===== config.mk =====
export PLATFORM = sky130hd
export DESIGN_NAME = edoram_ctrl
export DESIGN_NICKNAME = d
export VERILOG_FILES = /design/src/rtl/edoram_pkg.sv /design/src/rtl/edoram_timer.sv /design/src/rtl/edoram_lanes.sv /design/src/rtl/edoram_seq.sv /design/src/rtl/edoram_ctrl.sv
export SDC_FILE = /design/constraint.sdc
export NUM_CORES = 1
export LEC_CHECK = 0
export CAP_MARGIN = 15
export CELL_PAD_IN_SITES_DETAIL_PLACEMENT = 0
export CELL_PAD_IN_SITES_GLOBAL_PLACEMENT = 2
export CORE_UTILIZATION = 23
export DETAILED_ROUTE_END_ITERATION = 8
export PLACE_DENSITY = 0.85
export SLEW_MARGIN = 40
export SYNTH_ARGS = -nofsm -noshare
export SYNTH_HDL_FRONTEND = slang
export SYNTH_SLANG_ARGS = --single-unit
export TNS_END_PERCENT = 10

===== constraint.sdc =====
create_clock -name clk -period 1.8 [get_ports clk]
set_clock_uncertainty 0.05 [all_clocks]
set_input_delay 0.45 -clock clk [delete_from_list [all_inputs] [get_ports clk]]
set_output_delay 0.45 -clock clk [all_outputs]
set_load 0.1 [all_outputs]

===== src/rtl/edoram_pkg.sv =====
package edoram_pkg;

   typedef enum logic [3:0] {
      ST_IDLE,
      ST_ACT,
      ST_COL,
      ST_CPRE,
      ST_OPEN,
      ST_PRE,
      ST_RCAS,
      ST_RRAS,
      ST_RPRE
   } seq_state_e;

   function automatic int unsigned umax(input int unsigned a, input int unsigned b);
      return (a > b) ? a : b;
   endfunction

endpackage


===== src/rtl/edoram_timer.sv =====
module edoram_timer #(
   parameter int unsigned CNT_W = 4
) (
   input  logic             clk,
   input  logic             rst_n,
   input  logic             restart,
   output logic [CNT_W-1:0] elapsed
);

   // Cycles spent in the current state; saturates so a long stay cannot wrap.
   always_ff @(posedge clk) begin
      if (!rst_n) begin
         elapsed <= '0;
      end else if (restart) begin
         elapsed <= '0;
      end else if (elapsed != {CNT_W{1'b1}}) begin
         elapsed <= elapsed + 1'b1;
      end
   end

endmodule


===== src/rtl/edoram_lanes.sv =====
module edoram_lanes #(
   parameter int unsigned LANE_W = 8
) (
   input  logic                clk,
   input  logic                rst_n,
   input  logic                drive_wr,
   input  logic                capture,
   input  logic [1:0]          be,
   input  logic [2*LANE_W-1:0] wdata,
   input  logic [2*LANE_W-1:0] dq_in,
   output logic [2*LANE_W-1:0] dq_out,
   output logic [1:0]          dq_oe,
   output logic [2*LANE_W-1:0] rdata,
   output logic                rvalid
);

   assign dq_out = wdata;

   for (genvar g = 0; g < 2; g++) begin : g_lane
      assign dq_oe[g] = drive_wr & be[g];

      always_ff @(posedge clk) begin
         if (!rst_n) begin
            rdata[g*LANE_W +: LANE_W] <= '0;
         end else if (capture) begin
            rdata[g*LANE_W +: LANE_W] <= be[g] ? dq_in[g*LANE_W +: LANE_W] : '0;
         end
      end
   end

   always_ff @(posedge clk) begin
      if (!rst_n) rvalid <= 1'b0;
      else        rvalid <= capture;
   end

   AST_LANE_QUIET: assert property (@(posedge clk) disable iff (!rst_n)
      (!drive_wr) |-> (dq_oe == 2'b00));

   AST_RSP_PULSE: assert property (@(posedge clk) disable iff (!rst_n)
      rvalid |=> !rvalid);

endmodule


===== src/rtl/edoram_seq.sv =====
module edoram_seq
   import edoram_pkg::*;
#(
   parameter int unsigned ADDR_W = 18,
   parameter int unsigned LANE_W = 8,
   parameter int unsigned CNT_W  = 4,
   parameter int unsigned T_RCD  = 3,
   parameter int unsigned T_CAS  = 2,
   parameter int unsigned T_CP   = 1,
   parameter int unsigned T_RP   = 4,
   parameter int unsigned T_CAC  = 2,
   parameter int unsigned T_CSR  = 1,
   parameter int unsigned T_RAS  = 5
) (
   input  logic                   clk,
   input  logic                   rst_n,
   input  logic                   req_valid,
   output logic                   req_ready,
   input  logic                   req_write,
   input  logic [ADDR_W-1:0]      req_addr,
   input  logic [1:0]             req_be,
   input  logic [2*LANE_W-1:0]    req_wdata,
   input  logic                   ref_req,
   output logic                   ref_ack,
   input  logic [CNT_W-1:0]       elapsed,
   output logic                   restart,
   output logic [ADDR_W-ADDR_W/2-1:0] dram_addr,
   output logic                   dram_ras_n,
   output logic                   dram_lcas_n,
   output logic                   dram_ucas_n,
   output logic                   dram_we_n,
   output logic                   dram_oe_n,
   output logic                   drive_wr,
   output logic                   capture,
   output logic [1:0]             be_q,
   output logic [2*LANE_W-1:0]    wdata_q
);

   localparam int unsigned ROW_W  = ADDR_W / 2;
   localparam int unsigned COL_W  = ADDR_W - ROW_W;
   localparam int unsigned DATA_W = 2 * LANE_W;

   seq_state_e          state_q, state_d;
   logic                pend_q, pend_d;
   logic [ADDR_W-1:0]   rq_addr_q;
   logic                rq_we_q;
   logic [1:0]          rq_be_q;
   logic [DATA_W-1:0]   rq_wd_q;
   logic [ROW_W-1:0]    row_open_q;
   logic                accept;
   logic                row_hit;
   logic                in_col;
   logic                ref_cas;

   function automatic logic span_done(input logic [CNT_W-1:0] e, input int unsigned n);
      return e == CNT_W'(n - 1);
   endfunction

   assign req_ready = ((state_q == ST_IDLE) || (state_q == ST_OPEN)) && !ref_req;
   assign accept    = req_valid && req_ready;
   assign row_hit   = (req_addr[ADDR_W-1 -: ROW_W] == row_open_q);

   always_comb begin
      state_d = state_q;
      pend_d  = pend_q;
      case (state_q)
         ST_IDLE: begin
            if (ref_req)     state_d = ST_RCAS;
            else if (accept) state_d = ST_ACT;
         end
         ST_ACT:  if (span_done(elapsed, T_RCD)) state_d = ST_COL;
         ST_COL:  if (span_done(elapsed, T_CAS)) state_d = ST_CPRE;
         ST_CPRE: if (span_done(elapsed, T_CP))  state_d = ST_OPEN;
         ST_OPEN: begin
            if (ref_req) begin
               state_d = ST_PRE;
               pend_d  = 1'b0;
            end else if (accept) begin
               if (row_hit) begin
                  state_d = ST_COL;
               end else begin
                  state_d = ST_PRE;
                  pend_d  = 1'b1;
               end
            end
         end
         ST_PRE: begin
            if (span_done(elapsed, T_RP)) begin
               state_d = pend_q ? ST_ACT : ST_IDLE;
               pend_d  = 1'b0;
            end
         end
         ST_RCAS: if (span_done(elapsed, T_CSR)) state_d = ST_RRAS;
         ST_RRAS: if (span_done(elapsed, T_RAS)) state_d = ST_RPRE;
         ST_RPRE: if (span_done(elapsed, T_RP))  state_d = ST_IDLE;
         default: state_d = ST_IDLE;
      endcase
   end

   always_ff @(posedge clk) begin
      if (!rst_n) begin
         state_q <= ST_IDLE;
         pend_q  <= 1'b0;
      end else begin
         state_q <= state_d;
         pend_q  <= pend_d;
      end
   end

   always_ff @(posedge clk) begin
      if (!rst_n) begin
         rq_addr_q <= '0;
         rq_we_q   <= 1'b0;
         rq_be_q   <= 2'b00;
         rq_wd_q   <= '0;
      end else if (accept) begin
         rq_addr_q <= req_addr;
         rq_we_q   <= req_write;
         rq_be_q   <= req_be;
         rq_wd_q   <= req_wdata;
      end
   end

   always_ff @(posedge clk) begin
      if (!rst_n)                 row_open_q <= '0;
      else if (state_q == ST_ACT) row_open_q <= rq_addr_q[ADDR_W-1 -: ROW_W];
   end

   assign restart = (state_d != state_q);
   assign in_col  = (state_q == ST_COL);
   assign ref_cas = (state_q == ST_RCAS) || (state_q == ST_RRAS);

   assign dram_addr = (in_col || state_q == ST_CPRE) ? rq_addr_q[COL_W-1:0]
                                                     : COL_W'(rq_addr_q[ADDR_W-1 -: ROW_W]);
   assign dram_ras_n  = !((state_q == ST_ACT) || in_col || (state_q == ST_CPRE) ||
                          (state_q == ST_OPEN) || (state_q == ST_RRAS));
   assign dram_lcas_n = !((in_col && rq_be_q[0]) || ref_cas);
   assign dram_ucas_n = !((in_col && rq_be_q[1]) || ref_cas);
   assign dram_we_n   = !(in_col && rq_we_q);
   assign dram_oe_n   = !(in_col && !rq_we_q);

   assign drive_wr = in_col && rq_we_q;
   assign capture  = in_col && !rq_we_q && (elapsed == CNT_W'(T_CAC - 1));
   assign ref_ack  = (state_q == ST_RPRE) && span_done(elapsed, T_RP);
   assign be_q     = rq_be_q;
   assign wdata_q  = rq_wd_q;

   AST_HIT_KEEPS_ROW: assert property (@(posedge clk) disable iff (!rst_n)
      (state_q == ST_OPEN && accept && row_hit) |=> (!dram_ras_n && state_q == ST_COL));

   AST_REF_CLOSES_ROW: assert property (@(posedge clk) disable iff (!rst_n)
      (state_q == ST_OPEN && ref_req) |=> dram_ras_n);

   AST_MISS_CLOSES_ROW: assert property (@(posedge clk) disable iff (!rst_n)
      (state_q == ST_OPEN && accept && !row_hit) |=> dram_ras_n);

endmodule


===== src/rtl/edoram_ctrl.sv =====
module edoram_ctrl
   import edoram_pkg::*;
#(
   parameter int unsigned ADDR_W = 18,
   parameter int unsigned LANE_W = 8,
   parameter int unsigned T_RCD  = 3,
   parameter int unsigned T_CAS  = 2,
   parameter int unsigned T_CP   = 1,
   parameter int unsigned T_RP   = 4,
   parameter int unsigned T_CAC  = 2,
   parameter int unsigned T_CSR  = 1,
   parameter int unsigned T_RAS  = 5
) (
   input  logic                      clk,
   input  logic                      rst_n,
   input  logic                      req_valid,
   output logic                      req_ready,
   input  logic                      req_write,
   input  logic [ADDR_W-1:0]         req_addr,
   input  logic [1:0]                req_be,
   input  logic [2*LANE_W-1:0]       req_wdata,
   output logic                      rsp_valid,
   output logic [2*LANE_W-1:0]       rsp_rdata,
   input  logic                      ref_req,
   output logic                      ref_ack,
   output logic [ADDR_W-ADDR_W/2-1:0] dram_addr,
   output logic                      dram_ras_n,
   output logic                      dram_lcas_n,
   output logic                      dram_ucas_n,
   output logic                      dram_we_n,
   output logic                      dram_oe_n,
   output logic [2*LANE_W-1:0]       dram_dq_out,
   output logic [1:0]                dram_dq_oe,
   input  logic [2*LANE_W-1:0]       dram_dq_in
);

   localparam int unsigned DATA_W = 2 * LANE_W;
   localparam int unsigned T_MAX  = umax(umax(umax(T_RCD, T_CAS), umax(T_CP, T_RP)),
                                         umax(T_CSR, T_RAS));
   localparam int unsigned CNT_W  = $clog2(T_MAX + 1);
   localparam int unsigned HI_W   = $clog2(T_RP + 1);
   localparam int unsigned LO_W   = $clog2(T_RCD + 1);

   if (ADDR_W % 2 != 0) begin : g_bad_addr
      $error("edoram_ctrl: ADDR_W must split into equal row and column halves");
   end
   if (T_RCD < 1 || T_CAS < 1 || T_CP < 1 || T_RP < 1 || T_CSR < 1 || T_RAS < 1) begin : g_bad_time
      $error("edoram_ctrl: every timing span must be at least one cycle");
   end
   if (T_CAC < 1 || T_CAC > T_CAS) begin : g_bad_cac
      $error("edoram_ctrl: T_CAC must fall inside the column pulse");
   end

   logic [CNT_W-1:0]  elapsed;
   logic              restart;
   logic              drive_wr;
   logic              capture;
   logic [1:0]        be_q;
   logic [DATA_W-1:0] wdata_q;

   edoram_seq #(
      .ADDR_W (ADDR_W), .LANE_W (LANE_W), .CNT_W (CNT_W),
      .T_RCD  (T_RCD),  .T_CAS  (T_CAS),  .T_CP  (T_CP),
      .T_RP   (T_RP),   .T_CAC  (T_CAC),  .T_CSR (T_CSR), .T_RAS (T_RAS)
   ) u_seq (
      .clk         (clk),
      .rst_n       (rst_n),
      .req_valid   (req_valid),
      .req_ready   (req_ready),
      .req_write   (req_write),
      .req_addr    (req_addr),
      .req_be      (req_be),
      .req_wdata   (req_wdata),
      .ref_req     (ref_req),
      .ref_ack     (ref_ack),
      .elapsed     (elapsed),
      .restart     (restart),
      .dram_addr   (dram_addr),
      .dram_ras_n  (dram_ras_n),
      .dram_lcas_n (dram_lcas_n),
      .dram_ucas_n (dram_ucas_n),
      .dram_we_n   (dram_we_n),
      .dram_oe_n   (dram_oe_n),
      .drive_wr    (drive_wr),
      .capture     (capture),
      .be_q        (be_q),
      .wdata_q     (wdata_q)
   );

   edoram_timer #(.CNT_W (CNT_W)) u_timer (
      .clk     (clk),
      .rst_n   (rst_n),
      .restart (restart),
      .elapsed (elapsed)
   );

   edoram_lanes #(.LANE_W (LANE_W)) u_lanes (
      .clk      (clk),
      .rst_n    (rst_n),
      .drive_wr (drive_wr),
      .capture  (capture),
      .be       (be_q),
      .wdata    (wdata_q),
      .dq_in    (dram_dq_in),
      .dq_out   (dram_dq_out),
      .dq_oe    (dram_dq_oe),
      .rdata    (rsp_rdata),
      .rvalid   (rsp_valid)
   );

   // Pin-level spacing monitors: cycles the row strobe has been high / low.
   logic [HI_W-1:0] ras_hi_cnt;
   logic [LO_W-1:0] ras_lo_cnt;

   always_ff @(posedge clk) begin
      if (!rst_n) begin
         ras_hi_cnt <= HI_W'(T_RP);
         ras_lo_cnt <= '0;
      end else if (dram_ras_n) begin
         ras_lo_cnt <= '0;
         if (ras_hi_cnt != HI_W'(T_RP)) ras_hi_cnt <= ras_hi_cnt + 1'b1;
      end else begin
         ras_hi_cnt <= '0;
         if (ras_lo_cnt != LO_W'(T_RCD)) ras_lo_cnt <= ras_lo_cnt + 1'b1;
      end
   end

   AST_ROW_PRECHARGE: assert property (@(posedge clk) disable iff (!rst_n)
      $fell(dram_ras_n) |-> (ras_hi_cnt == HI_W'(T_RP)));

   AST_ROW_TO_COL: assert property (@(posedge clk) disable iff (!rst_n)
      (!dram_ras_n && ($fell(dram_lcas_n) || $fell(dram_ucas_n))) |-> (ras_lo_cnt == LO_W'(T_RCD)));

   AST_COL_BEFORE_ROW: assert property (@(posedge clk) disable iff (!rst_n)
      ($fell(dram_ras_n) && $past(!dram_lcas_n || !dram_ucas_n)) |-> (!dram_lcas_n && !dram_ucas_n));

   AST_STANDBY_HIZ: assert property (@(posedge clk) disable iff (!rst_n)
      (dram_ras_n && dram_lcas_n && dram_ucas_n) |-> (dram_dq_oe == 2'b00));

   AST_READY_BLOCKED: assert property (@(posedge clk) disable iff (!rst_n)
      ref_req |-> !req_ready);

endmodule


# == Word-level counts from Yosys, hierarchy flattened ==
# Index checks and enable logic that the tools add are counted.
# word_totals
register_bits,71
latchBits,0
ramBits,0
romBits,0
word_cells,84
mem_count,0
# op_classes
addsub,1
multipliers,0
div,0
order_cmp,0
eq_ne,18
shift,0
muxes,22
bitwise,3
n_reduce_logical,29
# ops
operator,count
$mux 4,11
$pmux 4 s9,1
$eq 4x3->1 const B,4
$mux 8,2
$eq 9x9->1,1
$logic_or 1x1->1,9
$mux 9,1
$eq 4x2->1 const B,2
$logic_and 1x1->1,8
$logic_not 1->1,7
$eq 3x2->1 const B,2
$ne 3x3->1 const B,2
$mux 1,5
$eq 4x1->1 const B,1
$eq 4x4->1 const B,1
$logic_not 4->1,1
$ne 4x4->1,1
$reduce_and 4->1,1
$add 3x1->3 const B,1
$eq 3x1->1 const B,1
$eq 3x3->1 const B,1
$logic_not 3->1,1
$mux 3,1
$ne 3x2->1 const B,1
other kinds (6),7

# == Logic depth before layout (Yosys ltp) ==
# Gate-level depths: netlist (run 1).
# depth
depth_word,9
ltp_mapped,8

# == By module ==
# Synthesis (run 1) repeated with hierarchy kept, for this count alone.
# hier_totals
hier_cells,414
area_unflattened_um2,3453.3
# modules_own_cells
module,instances,cells_per_inst,area_per_inst_um2,seq_area_each_um2
edoram_seq,1,309,2491.1,1021.0
edoram_lanes,1,93,830.8,340.3
edoram_timer,1,12,131.4,60.1

# == Worst setup path before layout (run 1) ==
# No wires, ideal clock.
# synth_path
kind,reg2out
startpoint,register u_seq.state_q[1]
endpoint,output port dram_dq_oe[0]
t_arrival_ps,3400
setup_slack_ps,-2100
path_stages_with_launch,7
path_cell_list,dfxtp_1 -> buf_4 -> and2b_1 -> and2_1 -> buf_2 -> nand3_1 -> nor2_1
# synth_via
elab_chain_cells,3
# synth_rtl
item,line,rtl
from (decl),edoram_seq.sv:43,"seq_state_e state_q, state_d;"
from (signal assigned),edoram_seq.sv:105,state_q <= state_d;
$eq 4x2->1,edoram_seq.sv:130,assign in_col = (state_q == ST_COL);
$logic_and 1x1->1,edoram_seq.sv:142,assign drive_wr = in_col && rq_we_q;
$and 1x1->1,edoram_lanes.sv:20,assign dq_oe[g] = drive_wr & be[g];
to (decl),edoram_ctrl.sv:33,"output logic [1:0] dram_dq_oe,"
# Every way passes these cells.

# == Worst setup path in the final report (run 1) ==
# layout_path
startpoint,register u_seq.state_q[3]
endpoint,output port dram_addr[6]
# layout_via
elab_chain_cells,3
elab_cells_between_ends,4
# layout_rtl
item,line,rtl
"$eq 4x2->1, on equally long branches","edoram_seq.sv:130, edoram_seq.sv:133",
$logic_or 1x1->1 (*),edoram_seq.sv:133,assign dram_addr = (in_col || state_q == ST_CPRE) ? rq_addr_q[COL_W-1:0]
$mux 9 (*),edoram_seq.sv:133,
to (decl),edoram_ctrl.sv:26,"output logic [ADDR_W-ADDR_W/2-1:0] dram_addr,"
# Mark *: on every way between the ends. The rest lies on a longest branch, timed or not.

==> key figures, run 1 <==
Cells and area
  – Leading cell types in the layout, fill and taps excluded: nand2_1 (101), dfxtp_1 (65), buf_12 (52), clkdlybuf4s50_1 (51), a21oi_1 (43)
  – Nets: 577
  – Fin cells: between 600 and 700
  – Antenna fix cells: 0
  – Layout cell share with drive strength beyond 1: 0.304
  – Fillers: 1,307
  – Commonest non-fill, non-tap cell in the layout: nand2_1
  – Synthesis-to-finish area growth: 80.2%

Setup path
  – Crit end category: primary output
  – CP Depth: 4
  – Reg2reg end: u_timer.elapsed[0]$_SDFFE_PP0P_
  – R2R depth: 7
  – FF-to-FF Start: u_timer.elapsed[1]$_SDFFE_PP0P_
  – Crit path kind: flip-flop to primary output
  – Largest delay share family, worst path: simple AND/OR/NAND/NOR gates
  – Req. time, crit path: between 1 and 1.5 ns
  – Critical path's largest stage delay: 0.34 ns
  – Setup crit start kind: flip-flop
  – Critical-path cell list: and2b_2 > and2_4 > mux2_4 > buf_12
  – CP max-delay cell: mux2_4
  – Max FO, Critical Path: 6
  – Crit path DAT: 1.64 ns
  – Reg-to-reg slack, setup: -0.11 ns
  – CP Buf/Inv Count: 1
  – Setup crit start: u_seq.state_q[3]$_SDFF_PN0_
  – Crit path capture: dram_addr[6]

Detailed routing
  – Final wirelength: ~9.8 mm
  – Drt pass-1 iters: 4
  – DR iter-0 viols: 165
  – Via Count: between 3,000 and 4,000
  – WL per Instance: 14.0 um
  – Antenna Nets Post-Route: 0
  – Vias/cell: 4.42
  – Drt drc: 0

Die
  – Die W: about 120 um
  – Core ar.: 0.0133 mm2
  – IO Count: 108
  – Chip height: approximately 120 um
  – Initial Utilization: 0.237
  – Die Area: 0.0142 mm2
  – Row count: 42

STA
  – Fmax: 468 MHz
  – Slew margin rel.: 0.563
  – Worst Max-Slew Pin Slew: roughly 0.65 ns
  – Hold Violations, Final: 0
  – RSZ-0062 raised after global routing: true
  – # setup viols final: 27
  – Tmin final: 2.14 ns
  – Crit share post-route: 1.19
  – Slew Limit Fails: 0
  – Final WS setup: -0.338 ns
  – WHS: 0.406 ns

Outcome
  – Status: complete, but fails checks
  – Failing checks: setup timing

Synthesis
  – Syn Std Cell Area: 0.00317 mm2
  – Syn avg cell area: about 8.3 um2
  – Main synth FF type: dfxtp_1
  – Post-synth net total: 443
  – Main area contributors after synthesis: dfxtp_1 (45%), nand2_1 (12%), a21oi_1 (8.1%)
  – Share of the synthesized area in the top cell type: 0.449
  – Seq cells post-synth: 71
  – Post-synth top area cell: dfxtp_1
  – Yosys warnings: 0
  – EDFF count, synth: 0
  – Sequential area share after synthesis: 0.449
  – Fraction of registers with async set/reset: 0
  – Cell count after synthesis: 380
  – Synth unique cells: 50

Global route
  – Grt ovf: 0
  – Initial antenna violation count: 0
  – Vias in the first global route: 3,200
  – GRT Total Usage: 0.144
  – First-pass GRT wire length: 16.2 mm
  – Largest net degree at the start of global routing: 52

Clock tree
  – CTS Buf Count: 9
  – CTS Hold Bufs: 0
  – CTS Sinks: 71
  – Clock-pin slew on the worst setup and hold paths: 0.06 ns
  – CTS tree: yes
  – Htree depth: 3
  – Clock latency at the later pin of the worst-skew pair: between 0.3 and 0.4 ns
  – Clk buf depth: 2
  – Root buf cell: clkbuf_16

Power and ir drop
  – Pwr dens: 1270 mW/mm2
  – Peak supply drop: 0.000497 V
  – Leakage Power: 0.00216 uW

Job
  – Maxcap violations: 0

Min path
  – Type of the worst min-delay path: flip-flop to flip-flop

Place
  – Placer congestion estimate: 0.841
  – Port Buffer Count: 107
  – Placed Cells: 678
  – Placed wire-length estimate: slightly below 7 mm
-- synth_stat cells (all sizes together), types with 2 or more instances --
library cell / n
a22o: 16
o31ai: 2
mux2i: 3
and3: 2
nor4: 4
o21bai: 2
nand4: 2
mux2: 10
nor2: 13
clkbuf: 10
nor2b: 2
xnor2: 4
nand2: 102
dfxtp: 71
buf: 15
nand3: 8
nand2b: 7
or2: 2
inv: 8
or3: 2
o21ai: 9
a21oi: 51
nor3: 8
xor2: 7
ha: 6
a221oi: 2
-- power by group --
| group | leakage [uW] | internal [uW] | switching [uW] |
|---|---|---|---|
| registers | 0.000578 | 1730 | 124 |
| clock network | 0.000159 | 1290 | 662 |
| logic | 0.00142 | 1360 | 2090 |
| total | 0.00216 | 4380 | 2870 |
-- worst min path at each step --
stage               depth (start not counted)                               to                             from  slack [ns]
floorplan                                   2  u_seq.rq_addr_q[0]$_SDFFE_PN0P_  u_seq.rq_addr_q[0]$_SDFFE_PN0P_        0.38
global placement                            2  u_seq.rq_addr_q[8]$_SDFFE_PN0P_  u_seq.rq_addr_q[8]$_SDFFE_PN0P_        0.39
detailed placement                          2  u_seq.rq_addr_q[1]$_SDFFE_PN0P_  u_seq.rq_addr_q[1]$_SDFFE_PN0P_        0.40
CTS                                         2  u_seq.rq_addr_q[1]$_SDFFE_PN0P_  u_seq.rq_addr_q[1]$_SDFFE_PN0P_        0.41
global route                                2  u_seq.rq_addr_q[5]$_SDFFE_PN0P_  u_seq.rq_addr_q[5]$_SDFFE_PN0P_        0.44
finish                                      2  u_seq.rq_addr_q[1]$_SDFFE_PN0P_  u_seq.rq_addr_q[1]$_SDFFE_PN0P_        0.41
-- logic make-up (layout without fill, tap and decap cells) --
family                   count (synthesis)  count (layout)  synth area share
XOR/XNOR                                11              11            0.0304
AO/OA/AOI/OAI                           89              89             0.174
multiplexers                            13              13            0.0451
adder cells (fa/ha/maj)                  6               6            0.0237
flip-flops                              71              71             0.449
buffers and inverters                   34             172            0.0510
AND/OR/NAND/NOR                        156             157             0.227
-- flip-flops by register name, summed over array words and instances, names as in the netlist, 2 cells and up --
register	flops
u_seq.rq_addr_q	18
u_lanes.rdata	16
u_seq.wdata_q	16
u_seq.row_open_q	9
u_seq.state_q	4
u_timer.elapsed	3
u_seq.be_q	2
-- worst register-to-register path: stages, from the launching register on --
cell	delay, ns
dfxtp_2	0.32
ha_2	0.20
ha_4	0.18
o41ai_1	0.36
nand3_1	0.15
a21oi_1	0.28
nand3_1	0.13
nor3_1	0.15
-- per-layer routing --
layer / GRT usage / routed length (um) / part of all wire
met5: 0 / 0 / 0
met2: 0.233 / 4570 / 0.47
met3: 0.0287 / 487 / 0.050
met1: 0.192 / 4610 / 0.47
met4: 0.0461 / 80 / 0.0082
-- layout make-up --
class / count / area, um2 / share of cell area
clock inverter: 4 / 76.3 / 0.0134
clock buffer: 12 / 256 / 0.0450
timing repair buffer: 147 / 1910 / 0.336
sequential: 71 / 1430 / 0.251
tap: 176 / 220 / 0.0386
inverter: 9 / 36.3 / 0.00636
multi-input combinational: 276 / 1770 / 0.310
-- per-stage QoR --
stage	worst slack, ns	util	area [um2]	total power (uW)	setup TNS [ns]
after global placement	-0.663	0.392	5230	5150	-19.33
final	-0.338	0.427	5700	7250	-4.81
after global routing	-0.398	0.427	5700	7620	-8.65
after CTS	-0.367	0.423	5640	7270	-5.56
after detailed placement	-0.630	0.392	5230	5160	-20.13
after floorplan	-0.670	-	3280	3970	-34.97
-- timing repair --
| action | CTS | global route |
|---|---|---|
| pin swaps | 4 | 6 |
| gates resized for setup | 26 | 19 |
| setup buffers | 0 | 0 |
| endpoints found under the setup margin | 69 | 75 |
| gates cloned | 1 | 0 |
| endpoints found under the hold margin | 0 | 0 |
Power figures use the tool's default switching activity.
==> run 2, diff against run 1 <==
--- a/config.mk
+++ b/config.mk
@@ -5,6 +5,7 @@
 export SDC_FILE = /design/constraint.sdc
 export NUM_CORES = 1
 export LEC_CHECK = 0
+export ABC_CLOCK_PERIOD_IN_PS = 1800
 export CAP_MARGIN = 15
 export CELL_PAD_IN_SITES_DETAIL_PLACEMENT = 0
 export CELL_PAD_IN_SITES_GLOBAL_PLACEMENT = 2
==> results of run 2 <==
The final DEF is identical to that of run 1; final timing and power are the same.
==> run 3, diff against run 2 <==
--- a/config.mk
+++ b/config.mk
@@ -16,4 +16,3 @@
 export SYNTH_ARGS = -nofsm -noshare
 export SYNTH_HDL_FRONTEND = slang
 export SYNTH_SLANG_ARGS = --single-unit
-export TNS_END_PERCENT = 10
==> run 3 against run 2 <==
Effect of this change: via count increased by 0.81%; die area unchanged; worst hold slack worse by 0.00094 ns; clock power decreased by 8%; the run still ends with setup timing left; maximum frequency shrank 1.3%; non-clock buffer count is 4 higher; register-to-register slack lost 0.03 ns; combinational power increased by 7.2%; global-route usage shrank 0.20 points; total power is 1.7% higher; sequential share of layout area shrank 0.74 points.
==> key figures, run 3 (same netlist as run 1, synthesis figures left out) <==
Cells and area
  – Max FFs per register: 18 (unchanged)
  – Antenna fix cells: 0 (unchanged)
  – Leading cell types in the layout, fill and taps excluded: nand2_1 (101), dfxtp_1 (66), buf_12 (55), clkdlybuf4s50_1 (50), a21oi_1 (38)
  – Final Cell Area: 0.00589 mm2 (+3.3%)
  – Largest Register: u_seq.rq_addr_q
  – Nets: 581 (+0.69%)
  – Commonest non-fill, non-tap cell in the layout: nand2_1
  – Post-layout util: 0.441 (+0.0142)
  – Layout cell share with drive strength beyond 1: 0.333 (+0.0283)
  – Synthesis-to-finish area growth: 86.1%

Clock tree
  – Htree depth: 3 (unchanged)
  – Clock latency at the later pin of the worst-skew pair: 0.33 ns (about the same)
  – CTS Sinks: 71 (unchanged)
  – CTS Buf Count: 9 (unchanged)
  – CTS Hold Bufs: 0 (unchanged)
  – Clock-pin slew on the worst setup and hold paths: 0.06 ns (about the same)
  – CTS tree: yes
  – Clk buf depth: 2 (unchanged)
  – Root buf cell: clkbuf_16

Setup path
  – FF-to-FF Start: u_seq.state_q[3]$_SDFF_PN0_
  – Largest delay share family, worst path: simple AND/OR/NAND/NOR gates
  – Critical path's largest stage delay: 0.34 ns (about the same)
  – Max FO, Critical Path: 9 (+3)
  – CP Depth: 5 (+1)
  – Crit path kind: flip-flop to primary output
  – Cell mode on critical path: buf_12
  – CP max-delay cell: dfxtp_2
  – Crit end category: primary output
  – CP Buf/Inv Count: 2 (+1)
  – Critical-path cell list: and2b_2 > and2_4 > buf_12 > mux2_4 > buf_12
  – Reg-to-reg slack, setup: -0.14 ns (-0.03 ns)
  – Reg2reg end: u_timer.elapsed[2]$_SDFFE_PP0P_
  – R2R depth: 8 (+1)
  – Setup crit start kind: flip-flop
  – Crit path DAT: 1.67 ns (+0.03 ns)
  – Req. time, crit path: 1.30 ns (about the same)

STA
  – Hold Violations, Final: 0 (unchanged)
  – # setup viols final: 59 (+120%)
  – Crit share post-route: 1.20 (+0.0161)
  – RSZ-0062 raised after global routing: true
  – Worst Max-Slew Pin Slew: 0.406 ns (-0.248 ns)
  – WHS: 0.405 ns (-0.000942 ns)
  – Slew margin rel.: 0.727 (+0.164)
  – Tmin final: 2.17 ns (+0.0289 ns)
  – Fmax: 461 MHz (-1.3%)
  – Final WS setup: -0.367 ns (-0.0289 ns)
  – Slew Limit Fails: 0 (unchanged)

Detailed routing
  – WL per Instance: 14.3 um (+2.0%)
  – Drt drc: 0 (unchanged)
  – Via Count: 3,095 (+0.81%)
  – Final wirelength: 10.0 mm (+2.6%)
  – Antenna Nets Post-Route: 0 (unchanged)
  – Vias/cell: 4.43 (+0.24%)
  – DR iter-0 viols: 111 (-33%)
  – Drt pass-1 iters: 4 (unchanged)

Die
  – Row count: 42 (unchanged)
  – Initial Utilization: 0.237 (unchanged)
  – Chip height: 119 um (unchanged)
  – Die Area: 0.0142 mm2 (unchanged)
  – Die W: 119 um (unchanged)
  – Core ar.: 0.0133 mm2 (unchanged)
  – IO Count: 108 (unchanged)

Place
  – Port Buffer Count: 107 (unchanged)
  – Placement Cell Area: 0.00530 mm2 (+1.3%)
  – Placer congestion estimate: 0.879 (+4.6%)
  – Placed wire-length estimate: 7.04 mm (+1.6%)

Global route
  – First-pass GRT wire length: 15.8 mm (-2.9%)
  – Grt met3 use: 0.0364 (+0.00766)
  – Grt ovf: 0 (unchanged)
  – GR met1 Demand/Resource: 0.170 (-0.0223)
  – Vias in the first global route: 3,131 (-2.2%)
  – Largest net degree at the start of global routing: 52 (unchanged)
  – Initial antenna violation count: 0 (unchanged)
  – M2 GR Usage: 0.245 (+0.0124)
  – GRT Total Usage: 0.142 (-0.00197)
  – Gr busiest metal: met2

Outcome
  – Failing checks: setup timing
  – Status: complete, but fails checks

Min path
  – HP Start: u_seq.rq_addr_q[0]$_SDFFE_PN0P_
  – Hold path depth: 2 (unchanged)
  – WHS Endpoint: u_seq.rq_addr_q[0]$_SDFFE_PN0P_
  – Type of the worst min-delay path: flip-flop to flip-flop

Power and ir drop
  – Logic pwr share: 0.502 (+0.027)
  – Pwr dens: 1250 mW/mm2 (-1.6%)
  – Final Power: 7370 uW (+1.7%)
  – Internal: 4360 uW (-0.38%)
  – Sequential share of power: 0.252 (-0.003)
  – Leakage Power: 0.00218 uW (+1.3%)
  – Peak supply drop: 0.00101 V (+100%)
  – Clock share of power: 0.246 (-0.024)
  – Switching share of total power: 0.408 (+0.0123)
  – Switch Pwr: 3010 uW (+4.8%)

Job
  – Maxcap violations: 0 (unchanged)
[run 3: cell count changes in the layout (fill, tap and decap cells not counted), moves of 3 or more]
cell / delta
a21oi_1: -5
a21oi_2: +5
buf_4: -4
buf_6: +4
nor2_4: +4
buf_12: +3
dfxtp_2: -3
[run 3: what timing repair did]
item	in CTS	in global routing
endpoints found under the setup margin	76	40
cloned	0	1
pin swaps	12	12
setup buffers	4	4
gates resized for setup	32	29
[run 3: worst max-delay path by stage]
stage	startpoint	to	slack, ns
finish	u_seq.state_q[3]$_SDFF_PN0_	dram_addr[1]	-0.37
CTS	u_seq.state_q[3]$_SDFF_PN0_	dram_addr[2]	-0.38
detailed placement	ref_req	u_timer.elapsed[0]$_SDFFE_PP0P_	-0.49
floorplan	ref_req	u_seq.wdata_q[0]$_SDFFE_PN0P_	-0.67
global route	u_seq.state_q[3]$_SDFF_PN0_	dram_addr[1]	-0.41
global placement	req_addr[13]	u_timer.elapsed[0]$_SDFFE_PP0P_	-0.55
[run 3: metrics by stage]
| stage | TNS (ns) | worst slack [ns] | cells |
|---|---|---|---|
| finish | -8.09 | -0.367 | 699 |
| CTS | -5.39 | -0.378 | 694 |
| floorplan | -29.38 | -0.670 | 380 |
| global placement | -19.95 | -0.547 | 674 |
| global route | -11.65 | -0.405 | 699 |
| detailed placement | -21.40 | -0.493 | 674 |
[run 3: worst register-to-register path: stages (launching register included)]
cell and delay, ns:
dfxtp_2 0.33, buf_4 0.13, buf_6 0.11, or4b_4 0.52
nor3_4 0.19, a2111oi_4 0.08, nand3_1 0.10, o211ai_1 0.14
nor3_1 0.21
[run 3: power by group through the flow]
stage | registers, uW | clock network, uW | logic [uW]
6_report | 1860 | 1810 | 3700
5_1_grt | 1880 | 1950 | 3910
4_1_cts | 1860 | 1880 | 3590
3_5_place_dp | 1880 | 0 | 3470
3_3_place_gp | 1870 | 0 | 3450
2_1_floorplan | 2120 | 0 | 2000
[run 3: final cells by class]
| class | instances | area [um2] |
|---|---|---|
| clock buffer | 11 | 243 |
| clock inverter | 5 | 63.8 |
| fill | 1308 | 7460 |
| inverter | 9 | 36.3 |
| multi-input combinational | 276 | 1890 |
| sequential | 71 | 1430 |
| tap | 176 | 220 |
| timing repair buffer | 151 | 2000 |
[run 3: routing by layer]
layer | vias to the layer above | share of wire
met5 | - | 0
met1 | 1438 | 0.45
met4 | 0 | 0.016
li1 | 1568 | -
met3 | 12 | 0.044
met2 | 77 | 0.49
